`config.mk`:
```
export PLATFORM = sky130hd
export DESIGN_NAME = decade_counter
export DESIGN_NICKNAME = d
export VERILOG_FILES = /design/src/rtl/decade_pkg.sv /design/src/rtl/decade_ctrl.sv /design/src/rtl/decade_dp.sv /design/src/rtl/decade_counter.sv
export SDC_FILE = /design/constraint.sdc
export NUM_CORES = 1
export LEC_CHECK = 0
export BUFFER_PORTS_ARGS = -buffer_cell sky130_fd_sc_hd__buf_2
export CAP_MARGIN = 20
export CORE_AREA = 2 2 39 41
export DETAILED_ROUTE_END_ITERATION = 10
export DIE_AREA = 0 0 41 43
export PLACE_DENSITY_LB_ADDON = 0.05
export SYNTH_ARGS = -nofsm -noshare
export SYNTH_HDL_FRONTEND = slang
export SYNTH_SLANG_ARGS = --single-unit
```
`constraint.sdc`:
```
create_clock -name clk -period 1.45 [get_ports clk]
set_input_delay 0.0725 -clock clk [delete_from_list [all_inputs] [get_ports clk]]
set_output_delay 0.0725 -clock clk [all_outputs]
set_load 0.02 [all_outputs]
```
`src/rtl/decade_pkg.sv`:
```
package decade_pkg;
  // Strobes from the control decode to the count register
  typedef struct packed {
    logic load;   // take the parallel value
    logic step;   // advance by one
  } ctrlStrobe_t;
endpackage

```
`src/rtl/decade_ctrl.sv`:
```
module decade_ctrl
  import decade_pkg::*;
(
  input  logic        loadN,
  input  logic        enPar,
  input  logic        enTrickle,
  output ctrlStrobe_t strobe
);
  // Load overrides both enables; counting needs both enables
  always_comb begin
    strobe.load = ~loadN;
    strobe.step = loadN & enPar & enTrickle;
  end
endmodule

```
`src/rtl/decade_dp.sv`:
```
module decade_dp
  import decade_pkg::*;
#(
  parameter int WIDTH = 4,
  parameter int LAST  = 9
) (
  input  logic             clk,
  input  logic             clearN,
  input  ctrlStrobe_t      strobe,
  input  logic [WIDTH-1:0] dIn,
  output logic [WIDTH-1:0] q,
  output logic             atLast
);
  localparam logic [WIDTH-1:0] LAST_V = WIDTH'(LAST);

  logic [WIDTH-1:0] countNext;

  always_comb begin
    countNext = q;
    if (strobe.load)
      countNext = dIn;
    else if (strobe.step)
      countNext = (q == LAST_V) ? '0 : q + 1'b1;
  end

  always_ff @(posedge clk or negedge clearN) begin
    if (!clearN) q <= '0;
    else         q <= countNext;
  end

  assign atLast = (q == LAST_V);

  AST_CLEAR_ZERO: assert property (@(posedge clk)
    !clearN |-> (q == '0));

  AST_LOAD_TAKES: assert property (@(posedge clk) disable iff (!clearN)
    ($past(clearN) && $past(strobe.load)) |-> (q == $past(dIn)));

  AST_STEP_UP: assert property (@(posedge clk) disable iff (!clearN)
    ($past(clearN) && $past(strobe.step) && ($past(q) != LAST_V))
      |-> (q == $past(q) + 1'b1));

  AST_WRAP_LAST: assert property (@(posedge clk) disable iff (!clearN)
    ($past(clearN) && $past(strobe.step) && ($past(q) == LAST_V))
      |-> (q == '0));

  AST_HOLD_IDLE: assert property (@(posedge clk) disable iff (!clearN)
    ($past(clearN) && !$past(strobe.load) && !$past(strobe.step))
      |-> $stable(q));
endmodule

```
`src/rtl/decade_counter.sv`:
```
module decade_counter
  import decade_pkg::*;
#(
  parameter int WIDTH = 4,
  parameter int LAST  = 9
) (
  input  logic             clk,
  input  logic             clearN,
  input  logic             loadN,
  input  logic             enPar,
  input  logic             enTrickle,
  input  logic [WIDTH-1:0] dIn,
  output logic [WIDTH-1:0] q,
  output logic             tc
);
  ctrlStrobe_t strobe;
  logic        atLast;

  decade_ctrl uCtrl (
    .loadN     (loadN),
    .enPar     (enPar),
    .enTrickle (enTrickle),
    .strobe    (strobe)
  );

  decade_dp #(.WIDTH(WIDTH), .LAST(LAST)) uDp (
    .clk    (clk),
    .clearN (clearN),
    .strobe (strobe),
    .dIn    (dIn),
    .q      (q),
    .atLast (atLast)
  );

  // Trickle enable is fed forward to the terminal flag, unregistered
  assign tc = enTrickle & atLast;

  AST_TC_GATED: assert property (@(posedge clk) disable iff (!clearN)
    !enTrickle |-> !tc);

  AST_TC_AT_LAST: assert property (@(posedge clk) disable iff (!clearN)
    tc |-> (q == WIDTH'(LAST)));

  AST_CLEAR_WINS: assert property (@(posedge clk)
    (!clearN && !loadN) |-> (q == '0));
endmodule

```
==> impl_results.md, run 1 <==
- Area delta synth->final: 47.7%
- DRC: 0
- P per Cell Area: between 1000 and 1500 nW/µm²
- Slew @ Worst Pin: roughly 0.2 ns
- Commonest cells in the netlist: dfrtp_1, nor2_1
- Hold crit path type: in2reg
- Critical-path top delay cell: dfrtp_1
- H-tree Lvls: 1
- DR vias/cell: 4.17
- Largest net degree at the start of global routing: 12
- YS warnings: 0
- Syn Area/Cell: roughly 9.5 µm²
- Vias in the first global route: ~230
- Post-CTS setup buffer count: 0
- CP arrival: between 1 and 1.5 ns
- Port Buffers: 13
- Fillers: between 150 and 200
- Fraction of layout cells with a size suffix above 1: about 44%
- CTS buffer count: 3
- Slowest stage delay, CP: roughly 0.42 ns
- Xor and xnor area share after synthesis: between 7 and 8%
- Num rows: 14
- Remaining global-route overflow: 0
- Max-cap violations: 0
- Die Span X: just over 40 µm
- Placer Congestion: between 0.6 and 0.7
- Mux contribution to synthesized area: 0%
- Cell Chain, Critical Path: nor2b_1, and4b_2, buf_2
- Number of enable flip-flop cells after synthesis: 0
- Synth Instances: 26
- Final Hold Fails: 0
- Critical Path Source Type: flip-flop
- Clk sink count: 4
- Hold Buf Count CTS: 1
- Simple-gate share of the synthesized area: 34.5%
- WL final: 606 µm
- Worst EP required: 1.38 ns
- Place WS: between 0.1 and 0.15 ns
- Max Buffers Root-to-Sink: 2
- Synth Area in Compound Gates: between 10% and 20%
- Area leader, netlist: dfrtp_1
- Final setup vio count: 0
- Synth top area cells: dfrtp_1, a311o_1, xor2_1
- Post-synth ARST share: between 90% and 100%
- Total I/O pin count: 14
- Status: finished, final reports clean
- Die Y: approximately 43 µm
- TritonCTS clock tree: done
- Leak: between 0.15 and 0.2 nW
- Final Max Slew Viols: 0
- Initial core utilization: ~18%
- Worst slew margin: 86.7%
- Core footprint: roughly 1400 µm²
- Synth Area in Adders: 0%
- Net count, final: 54
- CP max FO: 5
- RSZ-0062 raised after global routing: false
- Clock Skew: ~0.0025 ns
- Wire per inst: ~10 µm
- Worst setup EP type: output pin
- Tmin final: ~1.3 ns
- Root buffer cell: clkbuf_4
- Max IR drop VDD: 0.334 mV
- Prevailing post-synth register cell: dfrtp_1
- Number of distinct library cells after synthesis: 16
- PostCTS Resize Cnt: 0
- Sequential area share after synthesis: between 40 and 50%
- First-pass GRT wire length: ~950 µm
- Cell Area, Synth: approximately 250 µm²
- Clk slew on worst S/H paths: approximately 0.040 ns
- Max reg flops: 4
- Peak Freq: 761 MHz
- Final worst slack: ~0.14 ns
- Die area: around 1800 µm²
- Share of the synthesized area in the top cell type: 40.6%
- Setup CP Type: reg2out
- N_diodes: 0
- Synthesized Nets: 35
- Top flop regs: uDp.q x4
- Largest family of logic cells by synthesized area: simple AND/OR/NAND/NOR gates
- DRT Pass-1 Iters: 1
- DR vias: 246
- First DRT Iteration DRCs: 0
- Initial antenna violation count: 0
- Synth Register Bits: 4
- GR Util All Layers: approximately 8.5%
- Biggest register: uDp.q
- Post-route setup TNS: 0 ns
- Tcrit/Tclk final: around nine tenths
- Antenna violation net count after detailed routing: 0
- Clk_lat worst skew: between 0.2 and 0.25 ns
-- stage by stage --
stage                     cells  hold slack, ns  power [mW]  cell area [µm²]  utilization, %
after floorplan              26          -0.223       0.205              246               -
after global placement       55          -0.119       0.248              332            24.0
after detailed placement     55          -0.118       0.249              332            24.0
after CTS                    59          0.0795       0.393              364            26.3
after global routing         59          0.0937       0.408              364            26.3
final                        59          0.0830       0.381              364            26.3
-- final cells by class --
type	count	area [µm²]	area share, %
Sequential cell	4	100	27.5
Multi-Input combinational cell	21	139	38.1
Clock buffer	3	22.5	6.19
Tap cell	16	20.0	5.50
Timing Repair Buffer	15	82.6	22.7
-- routing by layer --
layer / GRT usage, % / share of wire [%] / vias up
li1: - / - / 131
met3: 1.57 / 6.1 / 0
met5: 0 / 0 / -
met4: 10.0 / 0 / 0
met2: 10.9 / 49 / 8
met1: 10.1 / 45 / 107
-- cell usage in the layout, fill, tap and decap left out, drive strengths merged --
| cell | synthesis | layout |
|---|---|---|
| dfrtp | 4 | 4 |
| xor2 | 2 | 2 |
| clkbuf | 0 | 3 |
| nor2 | 4 | 4 |
| a31oi | 1 | 1 |
| or3 | 1 | 1 |
| buf | 1 | 14 |
| dlygate4sd3 | 0 | 1 |
| and4b | 2 | 2 |
| a21oi | 2 | 2 |
| nand2 | 2 | 2 |
| and2b | 1 | 1 |
| nand3 | 1 | 1 |
| nand4b | 1 | 1 |
| nand4 | 1 | 1 |
| a311o | 2 | 2 |
| nor2b | 1 | 1 |
-- worst max-delay path: cells and delay by family (launching register included) --
kind,cells,cell delay (ns)
buffers and inverters,1,0.15
DFF,1,0.42
and+or+nand+nor,2,0.43
-- final timing paths --
check                          from       end  slack, ns  cells after the start
setup reg to reg           uDp.q[1]  uDp.q[3]       0.15                      3
hold / removal               dIn[2]  uDp.q[2]       0.08                      3
setup / recovery           uDp.q[2]        tc       0.14                      3
hold reg to reg            uDp.q[3]  uDp.q[3]       0.57                      1
max in group asynchronous    clearN  uDp.q[3]       1.16                      2
min in group asynchronous    clearN  uDp.q[2]       0.17                      2
-- power by group --
part | switching, mW | total [mW] | internal [mW] | leakage, nW
clock network | 0.0414 | 0.134 | 0.0923 | 0.0138
logic | 0.0554 | 0.104 | 0.0483 | 0.112
registers | 0.0168 | 0.144 | 0.127 | 0.0455
total | 0.114 | 0.381 | 0.268 | 0.172
-- kinds of logic (layout without fill, tap and decap cells) --
| kind of cell | count (synthesis) | count (layout) |
|---|---|---|
| xor+xnor | 2 | 2 |
| simple gates | 14 | 14 |
| compound gates | 5 | 5 |
| flops | 4 | 4 |
| buf+inv | 1 | 18 |
Note: power is estimated with default switching activity, not from simulation.
==> run 2: changes to the inputs <==
--- a/config.mk
+++ b/config.mk
@@ -11,6 +11,7 @@
 export DETAILED_ROUTE_END_ITERATION = 10
 export DIE_AREA = 0 0 41 43
 export PLACE_DENSITY_LB_ADDON = 0.05
+export SETUP_SLACK_MARGIN = 0.15
 export SYNTH_ARGS = -nofsm -noshare
 export SYNTH_HDL_FRONTEND = slang
 export SYNTH_SLANG_ARGS = --single-unit
==> impl_results.md, run 2 (synthesis results as in run 1) <==
- Status: finished, final reports clean
- Total I/O pin count: 14
- Clk slew on worst S/H paths: ~0.05 ns
- Placed Cells: 55
- H-tree Lvls: 1
- Tcrit/Tclk final: 89.0%
- Num rows: 14
- Port Buffers: 13
- Commonest non-fill, non-tap cell in the layout: buf_2
- Max IR drop VDD: slightly below 0.4 mV
- Clk_lat worst skew: 0.25 ns
- Reg area: around 100 µm²
- Tmin final: about 1.3 ns
- Net count, final: 55
- DR vias: approximately 290
- Worst setup EP type: flip-flop
- Area delta synth->final: 57.9%
- N_diodes: 0
- Remaining global-route overflow: 0
- First DRT Iteration DRCs: 5
- Top flop regs: uDp.q x4
- Initial core utilization: between 10% and 20%
- Clk sink count: 4
- Core footprint: about 1400 µm²
- RSZ-0062 raised after global routing: true
- Cell Chain, Critical Path: and4b_1, a311o_1, a311o_1
- Slowest stage delay, CP: about 0.42 ns
- Slew @ Worst Pin: about 0.19 ns
- Biggest register: uDp.q
- Wire per inst: 11.7 µm
- Initial antenna violation count: 0
- Die area: 1760 µm²
- Setup CP Type: reg2reg
- P per Cell Area: about 1100 nW/µm²
- Die Span X: between 40 and 50 µm
- CP startpoint: uDp.q[1]
- Clock Skew: roughly 0.016 ns
- Final worst slack: between 0.15 and 0.2 ns
- Most common cell on crit path: a311o_1
- Fraction of layout cells with a size suffix above 1: a little over half
- Final setup vio count: 0
- First-pass GRT wire length: ~1.1 mm
- Critical Path Source Type: flip-flop
- DR vias/cell: approximately 4.7
- Critical-path top delay cell: dfrtp_2
- DRC: 0
- Final Max Slew Viols: 0
- Worst slew margin: 87.4%
- Min-Delay Startpoint: dIn[1]
- Max reg flops: 4
- Largest net degree at the start of global routing: 12
- Final Hold Fails: 0
- R2R Path Start: uDp.q[1]
- Fillers: 152
- Peak Freq: between 700 and 800 MHz
- WL final: 714 µm
- Non-filler cells, final: 61
- Post-route setup TNS: 0 ns
- Die Y: between 40 and 50 µm
- Vias in the first global route: roughly 250
- Root buffer cell: clkbuf_4
- Leak: approximately 0.18 nW
- GR Util All Layers: slightly above 10%
- Area occupied by multi-input gates: ~150 µm²
- TritonCTS clock tree: done
- Hold crit path type: in2reg
- CP arrival: between 1 and 1.5 ns
- Place WS: 0.159 ns
- CP max FO: 8
- Max Buffers Root-to-Sink: 2
- CTS buffer count: 3
- Max-cap violations: 0
- Crit path max-delay family: compound AO/OA/AOI/OAI gates
- DRT Pass-1 Iters: 4
- Placer Congestion: roughly 0.73
- Worst EP required: approximately 1.6 ns
- Worst path buffer plus inverter count: 0
- Total Power: between 0.4 and 0.5 mW
- Antenna violation net count after detailed routing: 0
- Most frequent cells in the layout: buf_2, nor2_1, clkbuf_4, buf_4, dfrtp_2
-- run 2: repair_timing --
item                                   in CTS  in global routing
endpoints found under the hold margin       4                  0
hold buffers                                1                  0
setup buffers                               1                  0
gates resized for setup                     0                  1
setup endpoints to repair                   1                  2
-- run 2: per-layer routing --
layer  vias to the layer above  GRT usage, %  wire length, µm
met3                         0          9.42               70
met2                        11          12.8              335
met4                         0          4.00                0
li1                        136             -                -
met1                       141          11.4              308
met5                         -             0                0
-- run 2: report_power, final --
| part | internal (mW) | switching, mW |
|---|---|---|
| Sequential | 0.129 | 0.0182 |
| Clock | 0.104 | 0.0555 |
| Combinational | 0.0572 | 0.0598 |
-- run 2: path summary, 6_finish.rpt --
path                       endpoint  cells past startpoint  slack [ns]
setup / recovery           uDp.q[3]                      3        0.16
min in group asynchronous  uDp.q[2]                      2        0.16
hold / removal             uDp.q[1]                      3        0.09
hold reg to reg            uDp.q[3]                      1        0.57
setup reg to reg           uDp.q[3]                      3        0.16
max in group asynchronous  uDp.q[3]                      2        1.13
-- run 2: final cells by class --
| type | count | share of cell area (%) |
|---|---|---|
| Timing Repair Buffer | 16 | 23.8 |
| Tap cell | 16 | 5.14 |
| Multi-Input combinational cell | 21 | 37.6 |
| Clock buffer | 4 | 6.75 |
| Sequential cell | 4 | 26.7 |
-- run 2: worst reg2reg max path: cells and delay by family, from the launching register on --
kind / cells / cell delay, ns
compound gates: 2 / 0.53
flops: 1 / 0.42
simple gates: 1 / 0.21
-- run 2: per-stage QoR --
stage	cell area (µm²)	utilization, %	hold WS (ns)
6_report	389	28.1	0.0888
5_1_grt	389	28.1	0.0971
4_1_cts	387	27.9	0.0861
3_5_place_dp	343	24.8	-0.114
3_3_place_gp	343	24.8	-0.113
2_1_floorplan	258	-	-0.223
==> run 3: changes to the inputs <==
--- a/config.mk
+++ b/config.mk
@@ -10,8 +10,10 @@
 export CORE_AREA = 2 2 39 41
 export DETAILED_ROUTE_END_ITERATION = 10
 export DIE_AREA = 0 0 41 43
+export GPL_TIMING_DRIVEN = 0
 export PLACE_DENSITY_LB_ADDON = 0.05
 export SETUP_SLACK_MARGIN = 0.15
+export SLEW_MARGIN = 20
 export SYNTH_ARGS = -nofsm -noshare
 export SYNTH_HDL_FRONTEND = slang
 export SYNTH_SLANG_ARGS = --single-unit
==> impl_results.md, run 3 (synthesis results as in run 1) <==
- Worst slew margin: between 80 and 90%
- CP max FO: 5
- Placed Cells: 55
- DR vias/cell: 4.50
- First-pass GRT wire length: around 850 µm
- Max IR drop VDD: 0.399 mV
- Post-route setup TNS: 0 ns
- Clock Skew: about 0.0062 ns
- Most common cell on crit path: a311o_1
- Remaining global-route overflow: 0
- GR Util All Layers: 7.46%
- Num rows: 14
- Met2 Usage GRT: 9.38%
- Clk sink count: 4
- DRC: 0
- Area delta synth->final: 62.9%
- Placer Congestion: between 0.6 and 0.7
- Top flop regs: uDp.q x4
- Hold crit path type: in2reg
- Worst setup EP type: flip-flop
- WL final: 651 µm
- Non-filler cells, final: 62
- Most frequent cells in the layout: buf_2, buf_4, nor2_1
- Setup CP Type: reg2reg
- Port Buffers: 13
- Crit path max-delay family: compound AO/OA/AOI/OAI gates
- Total I/O pin count: 14
- Clk slew on worst S/H paths: 0.04 ns
- Core footprint: about 1400 µm²
- Max Buffers Root-to-Sink: 2
- DR vias: 279
- Final setup vio count: 0
- Root buffer cell: clkbuf_4
- CTS buffer count: 3
- Final Max Slew Viols: 0
- Cell Chain, Critical Path: and4b_1, a311o_1, a311o_1
- Tmin final: 1.29 ns
- Vias in the first global route: about 210
- Initial core utilization: 17.8%
- Leak: roughly 0.19 nW
- TritonCTS clock tree: done
- RSZ-0062 raised after global routing: true
- Biggest register: uDp.q
- Worst path buffer plus inverter count: 0
- Peak Freq: 775 MHz
- Antenna violation net count after detailed routing: 0
- Max-cap violations: 0
- Critical Path Source Type: flip-flop
- DRT Pass-1 Iters: 4
- Die Y: about 43 µm
- Fraction of layout cells with a size suffix above 1: between 50% and 60%
- Critical-path top delay cell: dfrtp_2
- Clk_lat worst skew: approximately 0.23 ns
- Die Span X: between 40 and 50 µm
- Commonest non-fill, non-tap cell in the layout: buf_2
- Die area: approximately 1800 µm²
- Final instance area: around 400 µm²
- Max reg flops: 4
- GRT busiest layer: met1
- N_diodes: 0
- Final hold slack: 0.109 ns
- Worst EP required: between 1.5 and 2 ns
- P per Cell Area: ~1000 nW/µm²
- Slew @ Worst Pin: roughly 0.18 ns
- Post-DP Area: ~340 µm²
- Final Hold Fails: 0
- GR Util met1: roughly a tenth
- Tcrit/Tclk final: between 80% and 90%
- Slowest stage delay, CP: between 0.4 and 0.5 ns
- Initial antenna violation count: 0
- GR met3 Demand/Resource: under 10%
- CP arrival: ~1.4 ns
- Largest net degree at the start of global routing: 11
- Net count, final: 56
- First DRT Iteration DRCs: 7
- Status: finished, final reports clean
- Wire per inst: about 11 µm
- H-tree Lvls: 1
- Final HPWL DP: roughly 500 µm
-- run 3: cell types whose count changed in the layout (fill, tap and decap cells not counted) --
cell	delta
nand3_1	-1
nand3_2	+1
buf_4	+1
-- run 3: path summary, 6_finish.rpt --
| path | slack [ns] | startpoint | cells after the start | endpoint |
|---|---|---|---|---|
| worst max-delay path | 0.16 | uDp.q[2] | 3 | uDp.q[3] |
| worst min-delay path | 0.11 | dIn[0] | 3 | uDp.q[0] |
| worst max register to register | 0.16 | uDp.q[2] | 3 | uDp.q[3] |
| worst min register to register | 0.64 | uDp.q[1] | 2 | uDp.q[1] |
| max in group asynchronous | 1.15 | clearN | 2 | uDp.q[2] |
| min in group asynchronous | 0.16 | clearN | 2 | uDp.q[3] |
-- run 3: worst min-delay path: cells and delay by family --
kind | cells | cell delay, ns
buffers and inverters | 1 | 0.10
and+or+nand+nor | 1 | 0.07
AOI/OAI and AO/OA | 1 | 0.05
-- run 3: area by class of cell --
type | instances | area, µm²
flip-flops and latches | 4 | 104
plain buffers | 1 | 7.51
fillers | 162 | 982
multi-input cells | 21 | 151
well taps | 16 | 20.0
repair buffers | 16 | 92.6
clock buffers | 4 | 26.3
-- run 3: through the flow --
| step | worst slack [ns] | power [mW] | utilization [%] |
|---|---|---|---|
| after global placement | 0.156 | 0.255 | 24.8 |
| after global routing | 0.142 | 0.450 | 29.0 |
| after floorplan | 0.150 | 0.214 | - |
| after detailed placement | 0.154 | 0.256 | 24.8 |
| after CTS | 0.159 | 0.421 | 27.9 |
| final | 0.160 | 0.418 | 29.0 |
-- run 3: routing by layer --
metal,vias up,routed length [µm]
met5,-,0
met4,0,0
met3,0,43
met2,11,297
met1,128,310
li1,140,-
-- run 3: power by group --
group	internal (mW)	leakage, nW	total (mW)	switching, mW
logic	0.0610	0.128	0.120	0.0586
clock network	0.103	0.0150	0.147	0.0438
registers	0.129	0.0427	0.151	0.0218
-- run 3: repair_timing --
item                       CTS  global route
hold endpoints to repair     4             0
setup endpoints to repair    1             3
hold buffers                 1             0
buffers inserted             1             1
resized for setup            0             2
